File: src/rtl/rvs_pkg.sv
package rvs_pkg;
  typedef enum logic {POL_NRU = 1'b0, POL_RRC = 1'b1} policy_e;

  localparam logic [1:0] RRC_MAX  = 2'd3;
  localparam logic [1:0] RRC_FILL = 2'd2;
  localparam int         RND_W    = 16;
  localparam logic [RND_W-1:0] RND_SEED = 16'hACE1;

  // Fibonacci step, taps 16/14/13/11
  function automatic logic [RND_W-1:0] rnd_step(input logic [RND_W-1:0] s);
    return {s[RND_W-2:0], s[15] ^ s[13] ^ s[12] ^ s[10]};
  endfunction
endpackage

File: src/rtl/rvs_lfsr.sv
module rvs_lfsr
  import rvs_pkg::*;
#(
  parameter logic [RND_W-1:0] SEED = RND_SEED
) (
  input  logic             clk,
  input  logic             rst,
  output logic [RND_W-1:0] q
);
  always_ff @(posedge clk) begin
    if (rst) q <= SEED;
    else     q <= rnd_step(q);
  end

  // A zero state would lock the generator
  assert_rnd_nonzero_R5: assert property (@(posedge clk) disable iff (rst)
    q != '0);
endmodule

File: src/rtl/rvs_lowest.sv
module rvs_lowest #(
  parameter int N  = 8,
  localparam int IW = (N > 1) ? $clog2(N) : 1
) (
  input  logic [N-1:0]  req,
  output logic          found,
  output logic [IW-1:0] idx
);
  always_comb begin
    idx = '0;
    for (int i = N - 1; i >= 0; i--) begin
      if (req[i]) idx = IW'(i);
    end
  end
  assign found = |req;
endmodule

File: src/rtl/rvs_row_eval.sv
module rvs_row_eval
  import rvs_pkg::*;
#(
  parameter int WAYS = 8,
  localparam int WAY_W = (WAYS > 1) ? $clog2(WAYS) : 1,
  localparam int ROW_W = 2 * WAYS
) (
  input  policy_e          policy,
  input  logic [ROW_W-1:0] row,
  output logic             cand_any,
  output logic             cand_all,
  output logic [WAY_W-1:0] cand_idx,
  output logic [ROW_W-1:0] aged_row
);
  logic [WAYS-1:0] cand;

  for (genvar w = 0; w < WAYS; w++) begin : g_way
    logic [1:0] fld;
    assign fld = row[2*w +: 2];
    assign cand[w] = (policy == POL_RRC) ? (fld == RRC_MAX) : fld[0];
    assign aged_row[2*w +: 2] = (fld == RRC_MAX) ? RRC_MAX : fld + 2'd1;
  end

  assign cand_all = &cand;

  rvs_lowest #(.N(WAYS)) u_pick (
    .req  (cand),
    .found(cand_any),
    .idx  (cand_idx)
  );
endmodule

File: src/rtl/repl_victim_sel.sv
module repl_victim_sel
  import rvs_pkg::*;
#(
  parameter int WAYS = 8,
  parameter int SETS = 32,
  localparam int WAY_W = (WAYS > 1) ? $clog2(WAYS) : 1,
  localparam int SET_W = (SETS > 1) ? $clog2(SETS) : 1,
  localparam int ROW_W = 2 * WAYS
) (
  input  logic             clk,
  input  logic             rst,
  input  logic             policy_sel,
  input  logic             acc_valid,
  input  logic [SET_W-1:0] acc_set,
  input  logic             acc_hit,
  input  logic [WAY_W-1:0] acc_way,
  input  logic             fill_req,
  output logic             victim_valid,
  output logic [WAY_W-1:0] victim_way
);
  policy_e policy;
  assign policy = policy_e'(policy_sel);

  logic [ROW_W-1:0] state_mem [SETS];
  logic             aging_q;
  logic [SET_W-1:0] hold_set_q;
  logic [RND_W-1:0] rnd;

  logic [SET_W-1:0] cur_set;
  logic [ROW_W-1:0] cur_row;
  logic             cand_any, cand_all;
  logic [WAY_W-1:0] cand_idx;
  logic [ROW_W-1:0] aged_row;

  logic             we;
  logic [ROW_W-1:0] wr_row;
  logic             take, age_start, age_end;
  logic [WAY_W-1:0] take_way;

  assign cur_set = aging_q ? hold_set_q : acc_set;
  assign cur_row = state_mem[cur_set];

  rvs_lfsr u_rnd (
    .clk(clk),
    .rst(rst),
    .q  (rnd)
  );

  rvs_row_eval #(.WAYS(WAYS)) u_eval (
    .policy  (policy),
    .row     (cur_row),
    .cand_any(cand_any),
    .cand_all(cand_all),
    .cand_idx(cand_idx),
    .aged_row(aged_row)
  );

  function automatic logic [ROW_W-1:0] put_field(input logic [ROW_W-1:0] r,
                                                 input logic [WAY_W-1:0] w,
                                                 input logic [1:0] v);
    logic [ROW_W-1:0] o;
    o = r;
    for (int i = 0; i < WAYS; i++) begin
      if (w == WAY_W'(i)) o[2*i +: 2] = v;
    end
    return o;
  endfunction

  always_comb begin
    we        = 1'b0;
    wr_row    = cur_row;
    take      = 1'b0;
    take_way  = '0;
    age_start = 1'b0;
    age_end   = 1'b0;
    if (aging_q) begin
      if (cand_any) begin
        take     = 1'b1;
        take_way = cand_idx;
        age_end  = 1'b1;
      end else begin
        we     = 1'b1;
        wr_row = aged_row;
      end
    end else if (fill_req) begin
      we     = 1'b1;
      wr_row = put_field(cur_row, acc_way,
                         (policy == POL_RRC) ? RRC_FILL : 2'd0);
    end else if (acc_valid && acc_hit) begin
      we     = 1'b1;
      wr_row = put_field(cur_row, acc_way, 2'd0);
    end else if (acc_valid) begin
      if (policy == POL_NRU) begin
        take = 1'b1;
        we   = 1'b1;
        if (cand_any && !cand_all) begin
          take_way = cand_idx;
          wr_row   = '0;
        end else begin
          take_way = rnd[WAY_W-1:0];
          wr_row   = cand_any ? '0 : {WAYS{2'b01}};
        end
      end else if (cand_any) begin
        take     = 1'b1;
        take_way = cand_idx;
      end else begin
        we        = 1'b1;
        wr_row    = aged_row;
        age_start = 1'b1;
      end
    end
  end

  always_ff @(posedge clk) begin
    if (rst) begin
      for (int s = 0; s < SETS; s++) state_mem[s] <= '0;
      aging_q      <= 1'b0;
      hold_set_q   <= '0;
      victim_valid <= 1'b0;
      victim_way   <= '0;
    end else begin
      if (we) state_mem[cur_set] <= wr_row;
      victim_valid <= take;
      if (take) victim_way <= take_way;
      if (age_start) begin
        aging_q    <= 1'b1;
        hold_set_q <= acc_set;
      end else if (age_end) begin
        aging_q <= 1'b0;
      end
    end
  end

  function automatic logic [1:0] get_field(input logic [ROW_W-1:0] r,
                                           input logic [WAY_W-1:0] w);
    return r[{w, 1'b0} +: 2];
  endfunction

  assert_hit_zero_R6: assert property (@(posedge clk) disable iff (rst)
    (!aging_q && !fill_req && acc_valid && acc_hit && policy == POL_RRC) |=>
      get_field(state_mem[$past(acc_set)], $past(acc_way)) == 2'd0);

  assert_fill_value_R9: assert property (@(posedge clk) disable iff (rst)
    (!aging_q && fill_req) |=>
      get_field(state_mem[$past(acc_set)], $past(acc_way)) ==
        ((policy == POL_RRC) ? RRC_FILL : 2'd0));

  assert_strobe_cause_R10: assert property (@(posedge clk) disable iff (rst)
    victim_valid |-> $past(aging_q || (acc_valid && !acc_hit && !fill_req)));

  assert_aging_counter_only_R8: assert property (@(posedge clk) disable iff (rst)
    aging_q |-> policy == POL_RRC);
endmodule

File: config.mk
export PLATFORM = sky130hd
export DESIGN_NAME = repl_victim_sel
export DESIGN_NICKNAME = d
export VERILOG_FILES = /design/src/rtl/rvs_pkg.sv /design/src/rtl/rvs_lfsr.sv /design/src/rtl/rvs_lowest.sv /design/src/rtl/rvs_row_eval.sv /design/src/rtl/repl_victim_sel.sv
export SDC_FILE = /design/constraint.sdc
export NUM_CORES = 1
export LEC_CHECK = 0
export BUFFER_PORTS_ARGS = -buffer_cell sky130_fd_sc_hd__buf_2
export CAP_MARGIN = 20
export CORE_UTILIZATION = 43
export DETAILED_ROUTE_END_ITERATION = 10
export PLACE_DENSITY_LB_ADDON = 0.25
export SYNTH_ARGS = -nofsm -noshare
export SYNTH_HDL_FRONTEND = slang
export SYNTH_SLANG_ARGS = --single-unit
File: constraint.sdc
create_clock -name clk -period 6.5 [get_ports clk]
set_clock_uncertainty 0.1 [all_clocks]
set_input_delay 0.65 -clock clk [delete_from_list [all_inputs] [get_ports clk]]
set_output_delay 0.65 -clock clk [all_outputs]
set_load 0.005 [all_outputs]
==> impl_metrics.py, run 1 <==
metrics = {
    "status": {
        "status": "finished clean",
    },
    "global_routing": {
        "met1_usage_pct": 40.3,
        "grt_pass1_vias": 18300,
        "grt_pass1_wl_microns": 132000,
        "use_met2_pct": 43.8,
        "grt.busiest_layer": "met2",
        "antenna_found_initial": 2,
        "use_met3_pct": 5.81,
        "overflow": 0,
        "grt_max_degree": 64,
        "track_usage_pct": 28.8,
    },
    "synth": {
        "yosys-top-cells-count": "edfxtp_1, nor2_2, nand2_1, mux2i_1, a21oi_1",
        "synthAdderAreaFrac_pct": 0,
        "ys_types": 101,
        "synth_ff_type": "edfxtp_1",
        "synth_area_leaders": "edfxtp_1, nor2_2, mux2i_1",
        "synth_top_family_by_area": "simple AND/OR/NAND/NOR gates",
        "synth_xor_area_share_pct": 0.0971,
        "netlist_area_sq_mm": 0.0271,
        "muxShareOfSynthArea_pct": 6.17,
        "yosysTopAreaCell": "edfxtp_1",
        "synth_edf_count": 512,
        "synth_fp_nets": 2155,
        "yosysSeqAreaShare_pct": 58.8,
        "synthSimpleGateAreaFrac_pct": 20.4,
        "synth_compound_area_share_pct": 9.50,
        "netlist_instances": 2141,
        "synth_most_common_cell": "edfxtp_1",
        "synth-seq-cells": 538,
        "ys_warn_count": 0,
        "synth_top_area_share_pct": 56.8,
        "async_flop_share_pct": 0,
        "syn_avg_cell_area_sq_um": 12.6,
    },
    "cts": {
        "cts_max_level": 2,
        "cts_buffers": 58,
        "cts.path.max_buffers": 3,
        "clock-root-buffer": "clkbuf_16",
        "cts_setup_buffers": 0,
        "cts.clk_slew.worst_paths_ns": 0.06,
        "hold_buffers": 0,
        "clkSinkCount": 538,
        "ctsResizeCount": 0,
        "clk_latency_ns": 0.64,
        "cts_tree": "built",
    },
    "power": {
        "combPwrFrac_pct": 14.2,
        "p_total_uw": 8680,
        "p_clk_share_pct": 40.0,
        "vdd_drop_max_mv": 0.230,
        "power-per-cell-area_mw_per_mm2": 286,
        "p_leak_uw": 0.0102,
        "p_int_uw": 6310,
        "p_sw_share_pct": 27.4,
        "switching_power_uw": 2380,
        "seq_power_share_pct": 45.8,
    },
    "place": {
        "gp_congestion": 1.03,
        "dp_hpwl_microns": 62100,
        "port_buffers": 17,
    },
    "routing": {
        "drcViolationCount": 0,
        "final_antenna_net_count": 0,
        "wire_per_inst_microns": 29.9,
        "first_pass_iters": 5,
        "vias": 19300,
        "drtIter0Drc": 2868,
        "wirelength_microns": 91800,
        "via_per_inst": 6.27,
    },
    "setup_path": {
        "cp.arrival_ns": 5.99,
        "cp-start-kind": "flop",
        "endpoint_kind": "flop",
        "path_class": "reg2reg",
        "required_ns": 6.74,
        "path_max_fanout": 63,
    },
    "floorplan": {
        "rows": 91,
        "die_area_sq_mm": 0.0639,
        "ioPinCount": 18,
        "start_util_pct": 43.7,
        "core_sq_mm": 0.0619,
        "die_y_microns": 253,
        "die-width_microns": 253,
    },
    "sta": {
        "period_minus_slack_ns": 5.75,
        "timing.setup.tns_ns": 0,
        "rsz0062_at_grt": "no",
        "tightest_slew_ns": 1.12,
        "max_freq_mhz": 174,
        "hold_viol": 0,
        "setup_violations": 0,
        "relSlewSlack_pct": 25.1,
        "whs_ns": 0.311,
        "slew_viol_final": 0,
        "final.period_utilization_pct": 88.5,
    },
    "cells_and_area": {
        "final_layout_size_suffix_gt1_share_pct": 30.7,
        "num-nets-final": 2199,
        "fillers": 5477,
        "areaGrowthSynthToFinish_pct": 12.4,
    },
    "worst_hold_path": {
        "hold_path.class": "reg2reg",
    },
    "job": {
        "maxCapViolations": 0,
    },
}
-- power by group through the flow --
stage | combinational (uW) | clock [uW] | sequential, uW
2_1_floorplan | 749 | 0 | 4020
3_3_place_gp | 1200 | 0 | 4040
3_5_place_dp | 1210 | 0 | 4040
4_1_cts | 1210 | 3500 | 3970
5_1_grt | 1280 | 3630 | 3980
6_report | 1230 | 3470 | 3970
-- per-stage QoR --
stage	instance area [sq um]	worst slack, ns	instances	utilization, %
3_5_place_dp	28400	0.869	2961	45.9
3_3_place_gp	28400	0.898	2960	45.8
6_report	30400	0.748	3073	49.1
5_1_grt	30400	0.522	3071	49.1
4_1_cts	30400	0.925	3070	49.1
2_1_floorplan	27100	2.24	2141	-
-- path summary, 6_finish.rpt --
path,startpoint,to,slack [ns],cells past startpoint
max,aging_q$_SDFFE_PP0P_,state_mem[11][0]$_SDFFCE_PN0P_,0.75,11
min,u_rnd.q[9]$_SDFF_PP0_,u_rnd.q[10]$_SDFF_PP1_,0.31,1
max reg2reg,aging_q$_SDFFE_PP0P_,state_mem[11][0]$_SDFFCE_PN0P_,0.75,11
min reg2reg,u_rnd.q[9]$_SDFF_PP0_,u_rnd.q[10]$_SDFF_PP1_,0.31,1
-- layout by cell type (no fill, tap or decap), types with 9 or more instances in the layout --
master,count
a21oi_1,120
nand2_1,161
nor2_1,112
a22oi_1,12
dfxtp_1,25
buf_4,127
clkinv_2,13
nand3_4,30
o22ai_1,46
a21o_1,9
buf_12,22
clkbuf_16,61
buf_2,17
nor2b_1,11
nand2b_1,36
or2_2,9
a32oi_1,53
o21ai_1,14
nor2_2,254
edfxtp_1,512
clkinv_1,9
mux2i_1,121
inv_1,16
mux4_2,18
o21ai_0,42
nor3_2,53
nand4_1,15
clkbuf_1,11
nor3_1,114
bufinv_16,9
-- sequential cells by signal (all words and copies together), names as in the netlist --
| name | flops |
|---|---|
| u_rnd.q | 16 |
| victim_way | 3 |
| state_mem | 512 |
| hold_set_q | 5 |
| victim_valid | 1 |
| aging_q | 1 |
-- cell type report --
cell class | count | area (sq um) | share of cell area (%)
Inverter | 17 | 63.8 | 0.210
Tap cell | 837 | 1050 | 3.44
Sequential cell | 538 | 15900 | 52.3
Clock inverter | 37 | 418 | 1.37
Antenna cell | 2 | 5.00 | 0.0165
Timing Repair Buffer | 167 | 1490 | 4.90
Multi-Input combinational cell | 1403 | 9910 | 32.6
Clock buffer | 72 | 1570 | 5.16
-- critical path, stage by stage, from the launching register on --
cell      delay, ns
dfxtp_4        0.69
mux2_8         0.71
mux2i_1        0.52
o22ai_1        0.16
nor4_1         0.75
nand3_2        0.39
a22oi_2        0.29
o2111a_2       0.45
nand2_1        0.41
o221ai_4       0.25
buf_4          0.53
nor3_1         0.12
-- cells by family (layout without fill, tap and decap cells) --
group           count (synthesis)  count (layout)
other cells                     0               2
flops                         538             538
compound gates                368             368
simple gates                  889             889
buf+inv                       200             293
xor+xnor                        3               3
mux                           143             143
-- metal layers --
metal / vias to the layer above / part of all wire (%) / routed length [microns]
li1: 8130 / - / -
met1: 9804 / 40 / 37100
met4: 2 / 4.4 / 3990
met2: 1152 / 45 / 41200
met5: - / 0.014 / 13
met3: 190 / 10 / 9490
Power figures use the tool's default switching activity.
==> run 2: changes to the inputs <==
ABC_AREA = 1   (was default)
CORE_UTILIZATION = 60   (was 43)
==> impl_metrics.py, run 2 <==
metrics = {
    "status": {
        "status": "finished clean",
    },
    "power": {
        "p_leak_uw": 0.0130,
        "vdd_drop_max_mv": 0.226,
        "p_total_uw": 8250,
        "power-per-cell-area_mw_per_mm2": 280,
    },
    "sta": {
        "timing.setup.tns_ns": 0,
        "final.period_utilization_pct": 92.6,
        "setup_violations": 0,
        "tightest_slew_ns": 0.916,
        "hold_viol": 0,
        "max_freq_mhz": 166,
        "period_minus_slack_ns": 6.02,
        "rsz0062_at_grt": "no",
        "whs_ns": 0.193,
        "relSlewSlack_pct": 38.9,
        "slew_viol_final": 0,
    },
    "place": {
        "gp_congestion": 0.977,
        "dp_hpwl_microns": 50000,
        "port_buffers": 17,
    },
    "synth": {
        "synth_area_leaders": "edfxtp_1, nand2_1, nor2_1",
        "synth_edf_count": 512,
        "muxShareOfSynthArea_pct": 0,
        "async_flop_share_pct": 0,
        "synth_xor_area_share_pct": 0.0638,
        "netlist_instances": 3177,
        "synth_top_area_share_pct": 56.0,
        "synth_fp_nets": 3191,
        "synth_top_family_by_area": "simple AND/OR/NAND/NOR gates",
        "ys_types": 39,
        "syn_avg_cell_area_sq_um": 8.64,
        "yosysTopAreaCell": "edfxtp_1",
        "synthAdderAreaFrac_pct": 0,
        "netlist_area_sq_mm": 0.0275,
        "synth_most_common_cell": "nand2_1",
        "synth_compound_area_share_pct": 3.05,
        "synthSimpleGateAreaFrac_pct": 29.8,
        "synth_ff_type": "edfxtp_1",
        "yosys-top-cells-count": "nand2_1, nor2_1, edfxtp_1, inv_1, buf_2",
        "synth-seq-cells": 538,
        "yosysSeqAreaShare_pct": 57.9,
        "ys_warn_count": 0,
    },
    "setup_path": {
        "cpMostUsedCell": "nand2_1",
        "reg2reg_setup_slack_ns": 0.48,
        "crit_path_top_delay_cell": "dfxtp_1",
        "critPathLaunch": "aging_q$_SDFFE_PP0P_",
        "reg2reg_from": "aging_q$_SDFFE_PP0P_",
        "slowest_delay_ns": 0.82,
        "endpoint_kind": "flop",
        "path_cells": "inv_4 -> nand2_2 -> nand2_8 -> buf_4 -> nand2_1 -> nand2_1 -> nand2_1 -> nand3_1 -> nand2_1 -> nand2_1 -> nor2_1 -> nand2_1 -> nand2_1 -> nand2_1 -> nor2_4 -> nand2_4 -> nand2_1 -> nand2_1 -> nand3_4 -> buf_12 -> nand4_4 -> nand2_1",
        "r2r_cells": 22,
        "crit_path_end": "state_mem[10][5]$_SDFFCE_PN0P_",
        "reg2reg_to": "state_mem[10][5]$_SDFFCE_PN0P_",
        "cp.arrival_ns": 6.16,
        "required_ns": 6.64,
        "path_class": "reg2reg",
        "path_max_fanout": 48,
        "cp-start-kind": "flop",
    },
    "cells_and_area": {
        "final_cell_mix": "nand2_1, nor2_1, edfxtp_1, inv_1, nand3_1",
        "final_layout_size_suffix_gt1_share_pct": 8.65,
        "largest_reg_flops": 512,
        "num-nets-final": 3120,
        "areaGrowthSynthToFinish_pct": 7.37,
        "layout_commonest_cell": "nand2_1",
        "multi_input_area_sq_mm": 0.00917,
        "antenna_cells": 0,
        "top_regs": "state_mem (512), u_rnd.q (16), hold_set_q (5)",
        "max_flop_register": "state_mem",
        "fillers": 3658,
        "sequential_cell_area_sq_mm": 0.0159,
    },
    "job": {
        "maxCapViolations": 0,
    },
    "cts": {
        "cts_buffers": 54,
        "clock-root-buffer": "clkbuf_16",
        "ctsResizeCount": 0,
        "clkSinkCount": 538,
        "clk_latency_ns": 0.63,
        "cts_max_level": 2,
        "cts_setup_buffers": 0,
        "hold_buffers": 0,
        "cts_tree": "built",
        "cts.clk_slew.worst_paths_ns": 0.06,
        "cts.path.max_buffers": 3,
    },
    "floorplan": {
        "start_util_pct": 60.6,
        "die_y_microns": 216,
        "rows": 78,
        "ioPinCount": 18,
        "die-width_microns": 216,
        "core_sq_mm": 0.0453,
        "die_area_sq_mm": 0.0466,
    },
    "global_routing": {
        "use_met2_pct": 54.0,
        "met1_usage_pct": 45.8,
        "track_usage_pct": 34.3,
        "grt_pass1_wl_microns": 120000,
        "grt_pass1_vias": 20200,
        "grt_max_degree": 103,
        "use_met3_pct": 6.40,
        "grt.busiest_layer": "met2",
        "overflow": 0,
        "antenna_found_initial": 1,
    },
    "routing": {
        "vias": 21500,
        "wirelength_microns": 79000,
        "first_pass_iters": 8,
        "drcViolationCount": 0,
        "drtIter0Drc": 3056,
        "final_antenna_net_count": 0,
        "via_per_inst": 5.74,
        "wire_per_inst_microns": 21.1,
    },
    "worst_hold_path": {
        "hold_path.class": "in2reg",
    },
}
-- run 2: worst min-delay path by stage --
stage,end,cells after the start,startpoint
5_1_grt,hold_set_q[3]$_SDFFE_PP0P_,3,acc_set[3]
4_1_cts,hold_set_q[3]$_SDFFE_PP0P_,3,acc_set[3]
3_3_place_gp,u_rnd.q[7]$_SDFF_PP1_,1,u_rnd.q[6]$_SDFF_PP1_
6_report,hold_set_q[3]$_SDFFE_PP0P_,3,acc_set[3]
3_5_place_dp,u_rnd.q[5]$_SDFF_PP1_,1,u_rnd.q[4]$_SDFF_PP0_
2_1_floorplan,u_rnd.q[12]$_SDFF_PP0_,2,u_rnd.q[11]$_SDFF_PP1_
-- run 2: routing by layer --
layer | share of wire (%) | up-vias
met4 | 5.2 | 0
met5 | 0 | -
met3 | 12 | 242
met2 | 46 | 1361
li1 | - | 9823
met1 | 37 | 10100
-- run 2: logic make-up (layout without fill, tap and decap cells) --
family / count (synthesis) / count (layout)
AOI/OAI and AO/OA: 155 / 155
xor gates and xnor gates: 2 / 2
buffers and inverters: 545 / 514
DFF: 538 / 538
and+or+nand+nor: 1937 / 1937
-- run 2: metrics by stage --
stage	utilization, %	worst slack [ns]	cells	instance area (sq um)
floorplan	-	2.76	3177	27500
global placement	61.3	0.806	3650	27800
detailed placement	61.3	0.696	3650	27800
CTS	65.1	0.669	3746	29500
global route	65.1	0.153	3746	29500
finish	65.1	0.482	3746	29500
-- run 2: cell type report --
class	count	share of cell area, %
Sequential cell	538	53.9
Multi-Input combinational cell	2094	31.1
Clock buffer	68	4.98
Inverter	339	4.33
Tap cell	600	2.55
Timing Repair Buffer	79	2.33
Clock inverter	28	0.810
-- run 2: power by group --
group	internal, uW	switching (uW)
clock network	1750	1330
registers	3930	42.9
logic	252	951
total	5930	2320
-- run 2: critical path, delay by kind of cell, from the launching register on --
kind	cells	cell delay [ns]
flip-flops	1	0.82
buffers and inverters	3	0.85
AND/OR/NAND/NOR	19	3.83
